===== config.mk =====
export PLATFORM = sky130hd
export DESIGN_NAME = fc_state_sel
export DESIGN_NICKNAME = d
export VERILOG_FILES = /design/src/rtl/fc_state_sel.sv
export SDC_FILE = /design/constraint.sdc
export NUM_CORES = 1
export LEC_CHECK = 0
export BUFFER_PORTS_ARGS = -buffer_cell sky130_fd_sc_hd__buf_2
export CAP_MARGIN = 20
export CORE_MARGIN = 2
export CORE_UTILIZATION = 36
export DETAILED_ROUTE_END_ITERATION = 8
export GPL_TIMING_DRIVEN = 0
export PLACE_DENSITY = 0.62
export SLEW_MARGIN = 40
export SYNTH_ARGS = -nofsm -noshare
export SYNTH_HDL_FRONTEND = slang
export SYNTH_SLANG_ARGS = --single-unit

===== constraint.sdc =====
create_clock -name clk -period 13.05 [get_ports clk]
set_input_delay 1.9575 -clock clk [delete_from_list [all_inputs] [get_ports clk]]
set_output_delay 1.9575 -clock clk [all_outputs]
set_load 0.01 [all_outputs]

===== src/rtl/fc_state_sel.sv =====
module fc_state_sel #(
  parameter int W     = 16,
  parameter int NPH   = 3,
  parameter int K_NUM = 21845,
  parameter int K_SH  = 16
) (
  input  logic               clk,
  input  logic               rst_n,
  input  logic               smp_vld,
  input  logic [NPH*2-1:0]   lvl_req,
  input  logic [NPH*W-1:0]   vc_up,
  input  logic [NPH*W-1:0]   vc_dn,
  input  logic [NPH*W-1:0]   i_ph,
  input  logic [W-1:0]       v_bus,
  output logic [NPH*6-1:0]   sw_cmd
);
  localparam int PW = W + K_SH + 2;
  localparam int DW = W + 2;
  localparam logic [5:0] PAT_L3 = 6'b111000;
  localparam logic [5:0] PAT_2A = 6'b011001;
  localparam logic [5:0] PAT_2B = 6'b101100;
  localparam logic [5:0] PAT_1A = 6'b001101;
  localparam logic [5:0] PAT_1B = 6'b100110;
  localparam logic [5:0] PAT_L0 = 6'b000111;

  logic signed [PW-1:0] bus_x, prod, rnd, third_w;
  logic signed [DW-1:0] third;

  assign bus_x   = $signed({{(PW-W){v_bus[W-1]}}, v_bus});
  assign prod    = bus_x * $signed(PW'(K_NUM));
  assign rnd     = prod + $signed(PW'(1) << (K_SH - 1));
  assign third_w = rnd >>> K_SH;
  assign third   = third_w[DW-1:0];

  for (genvar p = 0; p < NPH; p++) begin : g_ph
    logic [1:0]          lvl;
    logic signed [DW-1:0] dev_u, dev_d, cur;
    logic                neg_u, neg_d;
    logic [5:0]          nxt, cmd_q;

    assign lvl   = lvl_req[2*p +: 2];
    assign cur   = DW'($signed(i_ph[W*p +: W]));
    assign dev_u = DW'($signed(vc_up[W*p +: W])) - third;
    assign dev_d = DW'($signed(vc_dn[W*p +: W])) - third;
    assign neg_u = (dev_u != '0) && (cur != '0) && (dev_u[DW-1] ^ cur[DW-1]);
    assign neg_d = (dev_d != '0) && (cur != '0) && (dev_d[DW-1] ^ cur[DW-1]);

    always_comb begin
      unique case (lvl)
        2'd3:    nxt = PAT_L3;
        2'd2:    nxt = neg_u ? PAT_2B : PAT_2A;
        2'd1:    nxt = neg_d ? PAT_1B : PAT_1A;
        default: nxt = PAT_L0;
      endcase
    end

    always_ff @(posedge clk) begin
      if (!rst_n)       cmd_q <= PAT_L0;
      else if (smp_vld) cmd_q <= nxt;
    end

    assign sw_cmd[6*p +: 6] = cmd_q;

    assert_outer_top_R2: assert property (@(posedge clk) disable iff (!rst_n)
      (smp_vld && lvl_req[2*p +: 2] == 2'd3) |=> (sw_cmd[6*p +: 6] == PAT_L3));
    assert_outer_bot_R2: assert property (@(posedge clk) disable iff (!rst_n)
      (smp_vld && lvl_req[2*p +: 2] == 2'd0) |=> (sw_cmd[6*p +: 6] == PAT_L0));
    assert_mid_up_R3: assert property (@(posedge clk) disable iff (!rst_n)
      (smp_vld && lvl_req[2*p +: 2] == 2'd2) |=>
        (sw_cmd[6*p +: 6] == PAT_2A || sw_cmd[6*p +: 6] == PAT_2B));
    assert_mid_dn_R4: assert property (@(posedge clk) disable iff (!rst_n)
      (smp_vld && lvl_req[2*p +: 2] == 2'd1) |=>
        (sw_cmd[6*p +: 6] == PAT_1A || sw_cmd[6*p +: 6] == PAT_1B));
    assert_hold_R7: assert property (@(posedge clk) disable iff (!rst_n)
      !smp_vld |=> $stable(sw_cmd[6*p +: 6]));
    assert_three_on_R8: assert property (@(posedge clk) disable iff (!rst_n)
      $countones(sw_cmd[6*p +: 6]) == 3);
  end
endmodule


# Word level (Yosys, flattened, before mapping)

Cells that the tools add are included.

Add/subtract/negate cells: 7
$mul: 1
Equal/unequal tests: 9
Muxes and demuxes: 9
Bitwise logic cells: 6
Reduce and logical (&&, ||, !) cells: 21

Operators with widths:

| kind                     | count |
|---|---|
| $reduce_bool A18 Y1      | 9 |
| $sub A16 B17 Y18         | 6 |
| $pmux W6 S3              | 3 |
| $mux W6                  | 6 |
| $add A32 B17 Y33 const B | 1 |
| $mul A16 B16 Y32 const B | 1 |
| $eq A2 B2 Y1 const B     | 6 |
| $logic_and A1 B1 Y1      | 12 |
| $eq A2 B1 Y1 const B     | 3 |
| $xor A1 B1 Y1            | 6 |

Register bits: 18

# Depth between registers and ports, before layout

Gate-level depths: netlist of the first run.

Depth after elaboration: 8
Depth in mapped cells: 38
Depth with buffers taken out: 38

# Least setup slack after synthesis of the first run

No wires, ideal clock.

Path type: input to register
Start: input v_bus[8]
End: register g_ph[1].cmd_q[0]
Setup time: 116 ps
Arrival time: 9586 ps
Required time: 12934 ps
Path slack: 3348 ps
Stages on the path: 36
Buffers on the path: 0
Cell sequence: ha_1 -> inv_1 -> fa_1 -> inv_1 -> fa_1 -> fa_1 -> fa_1 -> inv_1 -> fa_1 -> inv_1 -> ha_1 -> nand2_1 -> a211o_1 -> a21oi_1 -> nor2_1 -> nor2b_1 -> nor2_1 -> nor2b_1 -> nor2_1 -> nor2b_1 -> nor2_1 -> xor2_1 -> ha_1 -> o21ai_0 -> a21oi_1 -> o41ai_1 -> o21ai_1 -> or3_1 -> a311oi_2 -> o21ba_2 -> o221ai_2 -> nand2_1 -> mux2_4 -> a311oi_2 -> nand3_1 -> a41o_1

Longest elaborated chain between the ends: 8

RTL lines:

| what                                                       | line   | RTL |
|---|---|---|
| start: declaration                                         | 14     | `input logic [W-1:0] v_bus,` |
| $mul A16 B16 Y32 (*)                                       | 30     | `assign prod = bus_x * $signed(PW'(K_NUM));` |
| $add A32 B17 Y33 (*)                                       | 31     | `assign rnd = prod + $signed(PW'(1) << (K_SH - 1));` |
| $sub A16 B17 Y18, on equally long branches                 | 44, 43 |  |
| $reduce_bool A18 Y1, on equally long branches              | 46, 45 |  |
| $logic_and A1 B1 Y1, on equally long branches (2 in a row) | 46, 45 |  |
| $mux W6, on equally long branches                          | 52, 51 |  |
| $pmux W6 S3 (*)                                            | 49     | `unique case (lvl)` |
| end signal: assignment                                     | 59     | `else if (smp_vld) cmd_q <= nxt;` |
| end: declaration                                           | 39     | `logic [5:0] nxt, cmd_q;` |

Mark *: on every way between the ends. The rest lies on a longest branch, timed or not.
A chain may end at the register's enable or synchronous reset.

# Final worst setup path of the first run

Start: input v_bus[15]
End: register g_ph[0].cmd_q[1]

Longest elaborated chain between the ends: 8

RTL lines:

| what                    | line | RTL |
|---|---|---|
| $mul A16 B16 Y32 (*)    | 30   |  |
| $add A32 B17 Y33 (*)    | 31   |  |
| $sub A16 B17 Y18 (*)    | 44   | `assign dev_d = DW'($signed(vc_dn[W*p +: W])) - third;` |
| $reduce_bool A18 Y1     | 46   | `assign neg_d = (dev_d != '0) && (cur != '0) && (dev_d[DW-1] ^ cur[DW-1]);` |
| $logic_and A1 B1 Y1     | 46   |  |
| $logic_and A1 B1 Y1 (*) | 46   |  |
| $mux W6 (*)             | 52   | `2'd1: nxt = neg_d ? PAT_1B : PAT_1A;` |
| $pmux W6 S3 (*)         | 49   |  |
| end signal: assignment  | 59   |  |
| end: declaration        | 39   |  |

Marked as above.

==> reports/qor.yml, run 1 <==
holdCritPathClass: "reg2reg"
io_pins: 187
whs_path_depth: 2
rsz0062_at_grt: "false"
grt_pass1_vias: 9583
rr_worst_depth: 2
area_delta_synth_final_pct: 14.45
slew_viol_final: 0
vias: 9980
finalSetupViolCount: 0
path_delay_family: "adder cells"
clk_path_buf_depth: 2
tritoncts: "done"
syn_nets: 1722
htree_levels: 1
hpwl_um: 25700
ff2ff_setup_slack_ps: 12210
drv_cap: 0
dr.pass1.iters: 7
fin_crit_sh_pct: 84.31
outcome: "complete, no violations"
synth_warnings: 0
grt_pass1_wl_um: 46560
end_kind: "flip-flop"
grt.total_usage_pct: 18.45
die_h_um: 175.2
die_width_um: 175.2
drc: 0
crit_type: "in2reg"
slew-limit-headroom_pct: 42.65
grt_antenna_before_repair: 3
synthArstFlopShare_pct: 0
post_cts_buffers: 0
path_common_cell: "fa_1"
skew_ps: 0
dp_cells: 1843
io_buffers: 183
synth_cell_types: 105
clock-sinks: 18
vias_per_cell: 5.398
grt_start_max_net_pins: 23
routedWlPerCell_um: 15.75
min_to: "g_ph[2].cmd_q[4]"
ys_ff_latch: 18
start_util_pct: 36.67
finalNetCount: 1910
die_area_um2: 30700
synthCells: 1276
crit_arrival_ps: 11140
hold-worst-slack_ps: 457.2
drt-initial-drc-count: 596
top_regs: "g_ph.cmd_q: 18 flops"
finalCriticalPeriod_ps: 11000
cts-hold-fix-buffers: 0
synth_edf_count: 0
crit_buf_inv: 4
netlist_area_um2: 10550
critPathMaxFanout: 22
r2r_start: "g_ph[1].cmd_q[1]"
max_stage_delay_ps: 610
yosysSeqAreaShare_pct: 3.415
worst_pin_slew_ps: 852.4
largest_reg_flops: 18
cts_buffers: 3
avgSynthCellArea_um2: 8.270
drive_gt1_share_pct: 17.70
place_congestion: 0.8731
clock_latency_ps: 250
critPathLaunch: "v_bus[15]"
startpoint_type: "primary input"
root_buffer: "clkbuf_16"
fillers: 2882
r2r-end: "g_ph[1].cmd_q[1]"
cts_resized: 0
top_register: "g_ph.cmd_q"
grt_overflow: 0
core_um2: 28780
cpMaxStageDelayCell: "fa_1"
clk_pin_slew_ps: 50
ant_nets: 0
wirelength_um: 29110
cp.required_ps: 13190
instances_no_fill: 1849
hold_violations: 0
maxClockFrequency_mhz: 90.89
min_from: "g_ph[2].cmd_q[4]"
ys.flop_type: "dfxtp_1"
rows: 62
tns_ps: 0
cells in the final DEF (no fill, tap or decap), types with 18 or more instances in the layout:
cell type	instances
a21o_1	18
a21oi_1	43
a31oi_1	21
buf_2	190
dfxtp_1	18
fa_1	95
ha_1	182
inv_1	212
nand2_1	64
nand3_1	23
nor2_1	72
nor2b_1	19
nor3_1	40
nor4_1	20
o21ai_0	38
xnor2_1	25
xor2_1	21
cell usage after synthesis, types with 9 or more instances:
cell type / count / area (um^2)
and2_1: 11 / 68.82
nor4_1: 20 / 125.1
nand2b_1: 16 / 100.1
xor2_1: 23 / 201.4
clkbuf_1: 12 / 45.04
o31ai_1: 9 / 67.56
nand4_1: 16 / 100.1
o2111ai_1: 12 / 105.1
o21ai_0: 38 / 190.2
xnor2_1: 27 / 236.5
or3_1: 10 / 62.56
nor2b_1: 19 / 118.9
inv_1: 212 / 795.8
o211ai_1: 15 / 112.6
a211oi_1: 16 / 120.1
a21oi_1: 43 / 215.2
dfxtp_1: 18 / 360.4
nand2_1: 64 / 240.2
a31oi_1: 21 / 131.4
nor3_1: 40 / 200.2
nand3_1: 23 / 115.1
ha_1: 182 / 2277
nor2_1: 72 / 270.3
mux2i_1: 11 / 110.1
or2_2: 11 / 68.82
o22ai_1: 9 / 56.30
a21o_1: 18 / 135.1
fa_1: 95 / 1902
nor3b_1: 14 / 105.1
per-layer routing:
layer	vias up	global-route usage [%]	part of all wire (%)	wire length, um
met5	-	0	0.034	10
met4	2	2.396	1.1	325
met3	16	1.131	4.2	1213
met2	231	33.22	48	14070
met1	4710	24.79	46	13500
li1	5021	-	-	-
tightest hold or removal path, delay by kind of cell (launching register included):
| kind | cells | cell delay (ps) |
|---|---|---|
| flops | 1 | 320 |
| simple gates | 1 | 50 |
| compound gates | 1 | 50 |
worst max-delay path by stage:
stage | slack (ps) | to | cells past startpoint
floorplan | 3350 | g_ph[1].cmd_q[0] | 36
detailed placement | 1540 | g_ph[0].cmd_q[1] | 32
finish | 2050 | g_ph[0].cmd_q[1] | 32
CTS | 1750 | g_ph[0].cmd_q[1] | 32
global route | 1410 | g_ph[0].cmd_q[1] | 32
global placement | 1500 | g_ph[0].cmd_q[1] | 32
final cells by class:
type	count	area, um^2	share of cell area (%)
diodes	2	5.005	0.04144
plain buffers	24	113.9	0.9427
clock buffers	4	88.84	0.7355
inverters	212	795.8	6.589
multi-input cells	1022	9318	77.15
flip-flops and latches	18	360.3	2.984
well taps	384	480.5	3.978
repair buffers	183	915.9	7.583
cells by family (layout without fill, tap and decap cells):
family / after synthesis / in the layout / share of synthesized area [%]
adder cells (fa/ha/maj): 281 / 281 / 40.00
XOR/XNOR: 53 / 53 / 4.790
buffers and inverters: 236 / 423 / 8.620
multiplexers: 15 / 15 / 1.506
other: 0 / 2 / 0
AND/OR/NAND/NOR: 357 / 357 / 18.30
flip-flops: 18 / 18 / 3.415
AO/OA/AOI/OAI: 316 / 316 / 23.37
stage by stage:
stage               util [%]  worst slack (ps)  instance area, um^2
floorplan                  -              3348                10550
global placement       41.52              1503                11950
detailed placement     41.52              1536                11950
CTS                    41.83              1748                12040
global route           41.97              1412                12080
finish                 41.97              2047                12080
Power of run 1 is not shown: default switching activity piles up to over one toggle a cycle in this logic, so the estimate is an artifact.
==> inputs of run 2 (changes only) <==
Settings changed: ABC_AREA set to 1, PLACE_DENSITY 0.62 to 0.64.
Clock period 13.05 ns to 9.02 ns, I/O delays scaled along.
==> run 2 against run 1 <==
Compared with the run above: critical path depth is 6 higher; register-to-register slack got worse by 3900 ps; sequential share of layout area down 0.27 points; hold slack got worse by 2.9 ps; setup slack worse by 1500 ps; non-clock buffer count is 11 lower; cell count is 33% higher; count of clock-buffer cells in the layout unchanged.
==> reports/qor.yml, run 2 <==
outcome: "complete, no violations"
fin_crit_sh_pct: 94.17
crit_arrival_ps: 8690  # -2450 ps
ys_ff_latch: 18  # unchanged
grt.total_usage_pct: 19.16  # +0.72 points
layout_common_cells: "547 x nand2_1, 402 x inv_1, 185 x buf_2, 182 x ha_1, 146 x nand3_1"
yosys.area.top_type: "ha_1"
synth.top_cell.area_share_pct: 19.69  # -1.9 points
synth_edf_count: 0  # unchanged
die_area_um2: 33580  # +9.4%
grt_pass1_wl_um: 52870  # +14%
synth_commonest_cells: "547 x nand2_1, 402 x inv_1, 182 x ha_1"
cts_buffers: 3  # unchanged
io_buffers: 185  # +1.1%
maxClockFrequency_mhz: 117.7
clock_latency_ps: 250  # about the same
skew_ps: 0  # unchanged
die_width_um: 183.3  # +4.6%
rows: 65  # +4.8%
core_um2: 31640  # +9.9%
ys.flop_type: "dfxtp_1"
netlist_area_um2: 11570  # +9.6%
finalNetCount: 2495  # +31%
hold_violations: 0  # unchanged
cp.required_ps: 9220  # -3970 ps
clk_pin_slew_ps: 50  # about the same
critPathLaunch: "v_bus[14]"
rsz0062_at_grt: "true"
finalSetupViolCount: 0  # unchanged
slew-limit-headroom_pct: 62.59  # +20 points
whs_path_depth: 2  # unchanged
avgSynthCellArea_um2: 6.246  # -24%
tritoncts: "done"
cpMaxStageDelayCell: "fa_1"
holdCritPathClass: "reg2reg"
synthCells: 1852  # +45%
root_buffer: "clkbuf_16"
cts-hold-fix-buffers: 0  # unchanged
vias: 12054  # +21%
io_pins: 187  # unchanged
clk_path_buf_depth: 2  # unchanged
slew_viol_final: 0  # unchanged
dr.pass1.iters: 5  # -2
area_delta_synth_final_pct: 14.89
wirelength_um: 32950  # +13%
grt_overflow: 0  # unchanged
drt-initial-drc-count: 638  # +7.0%
drv_cap: 0  # unchanged
finalCriticalPeriod_ps: 8494
clock-sinks: 18  # unchanged
worst_pin_slew_ps: 560.6  # -291.8 ps
die_h_um: 183.3  # +4.6%
r2r_start: "g_ph[1].cmd_q[2]"
post-place-ws_ps: -354.2  # -1890 ps
finalWorstSetupSlack_ps: 525.7  # -1522 ps
yosys.cell_count.top_type: "nand2_1"
yosysSeqAreaShare_pct: 3.115  # -0.30 points
drive_gt1_share_pct: 13.53  # -4.2 points
crit_buf_inv: 7  # +3
top_regs: "g_ph.cmd_q: 18 flops"
end_kind: "flip-flop"
crit_type: "in2reg"
path_common_cell: "nand2_1"
startpoint_type: "primary input"
hpwl_um: 29380  # +14%
drc: 0  # unchanged
final_common_cell: "nand2_1"
path_delay_family: "adder cells"
grt_antenna_before_repair: 4  # +1
ant_nets: 0  # unchanged
min_from: "g_ph[1].cmd_q[1]"
max_stage_delay_ps: 580  # -30 ps
grt_pass1_vias: 11663  # +22%
synthTopCellsByArea: "ha_1 20%, nand2_1 18%, fa_1 16%"
top_register: "g_ph.cmd_q"
tns_ps: 0  # unchanged
largest_reg_flops: 18  # unchanged
fillers: 3373  # +17%
synthArstFlopShare_pct: 0  # unchanged
vias_per_cell: 4.916  # -8.9%
synth_cell_types: 44  # -58%
grt_start_max_net_pins: 26  # +13%
start_util_pct: 36.56  # -0.10 points
rr_worst_depth: 2  # unchanged
place_congestion: 0.9398  # +7.6%
htree_levels: 1  # unchanged
routedWlPerCell_um: 13.44  # -15%
syn_nets: 2298  # +33%
synth_warnings: 0  # unchanged
path_depth: 38  # +19%
critPathMaxFanout: 8  # -64%
[run 2: tightest hold or removal path, stage by stage, from the launching register on]
cell	delay [ps]
dfxtp_1	320
o21ai_1	60
nand2_1	40
[run 2: kinds of logic after synthesis]
logic type | count (synthesis) | share of synthesized area, %
AND/OR/NAND/NOR | 925 | 34.84
XOR/XNOR | 55 | 4.164
AO/OA/AOI/OAI | 164 | 8.167
adder cells (fa/ha/maj) | 277 | 36.13
buffers and inverters | 413 | 13.59
flip-flops | 18 | 3.115
[run 2: area by class of cell]
class | count | area [um^2] | area share, %
antenna | 2 | 5.005 | 0.03766
clock buffer | 4 | 88.84 | 0.6684
buffer | 4 | 36.28 | 0.2730
inverter | 409 | 1535 | 11.55
sequential | 18 | 360.3 | 2.711
timing repair buffer | 192 | 984.7 | 7.409
multi-input combinational | 1421 | 9777 | 73.56
tap | 402 | 503.0 | 3.785
[run 2: per-layer routing]
layer  wire length, um  vias up  track usage [%]
met1             14640     5535            23.96
met4               673        2            4.224
li1                  -     6214                -
met5                13        -                0
met2             16200      260            36.15
met3              1423       43           0.9531
[run 2: path summary, 6_finish.rpt]
path | end | slack (ps)
max | g_ph[0].cmd_q[1] | 530
min | g_ph[1].cmd_q[1] | 450
max reg2reg | g_ph[1].cmd_q[2] | 8360
min reg2reg | g_ph[1].cmd_q[1] | 450
[run 2: per-stage QoR]
| stage | std cells | utilization (%) | hold slack [ps] | instance area [um^2] |
|---|---|---|---|---|
| detailed placement | 2439 | 41.27 | 439.7 | 13060 |
| floorplan | 1852 | - | 490.0 | 11570 |
| finish | 2452 | 42.01 | 454.3 | 13290 |
| CTS | 2443 | 41.59 | 452.2 | 13160 |
| global placement | 2439 | 41.08 | 437.0 | 13000 |
| global route | 2452 | 42.01 | 482.1 | 13290 |
[run 2: what timing repair did]
action	4_1_cts	5_1_grt
setup endpoints to repair	4	18
pin swaps	0	2
resized for setup	1	11
gates cloned	0	0
setup buffers	0	7
Power of run 2 is left out for the same reason.
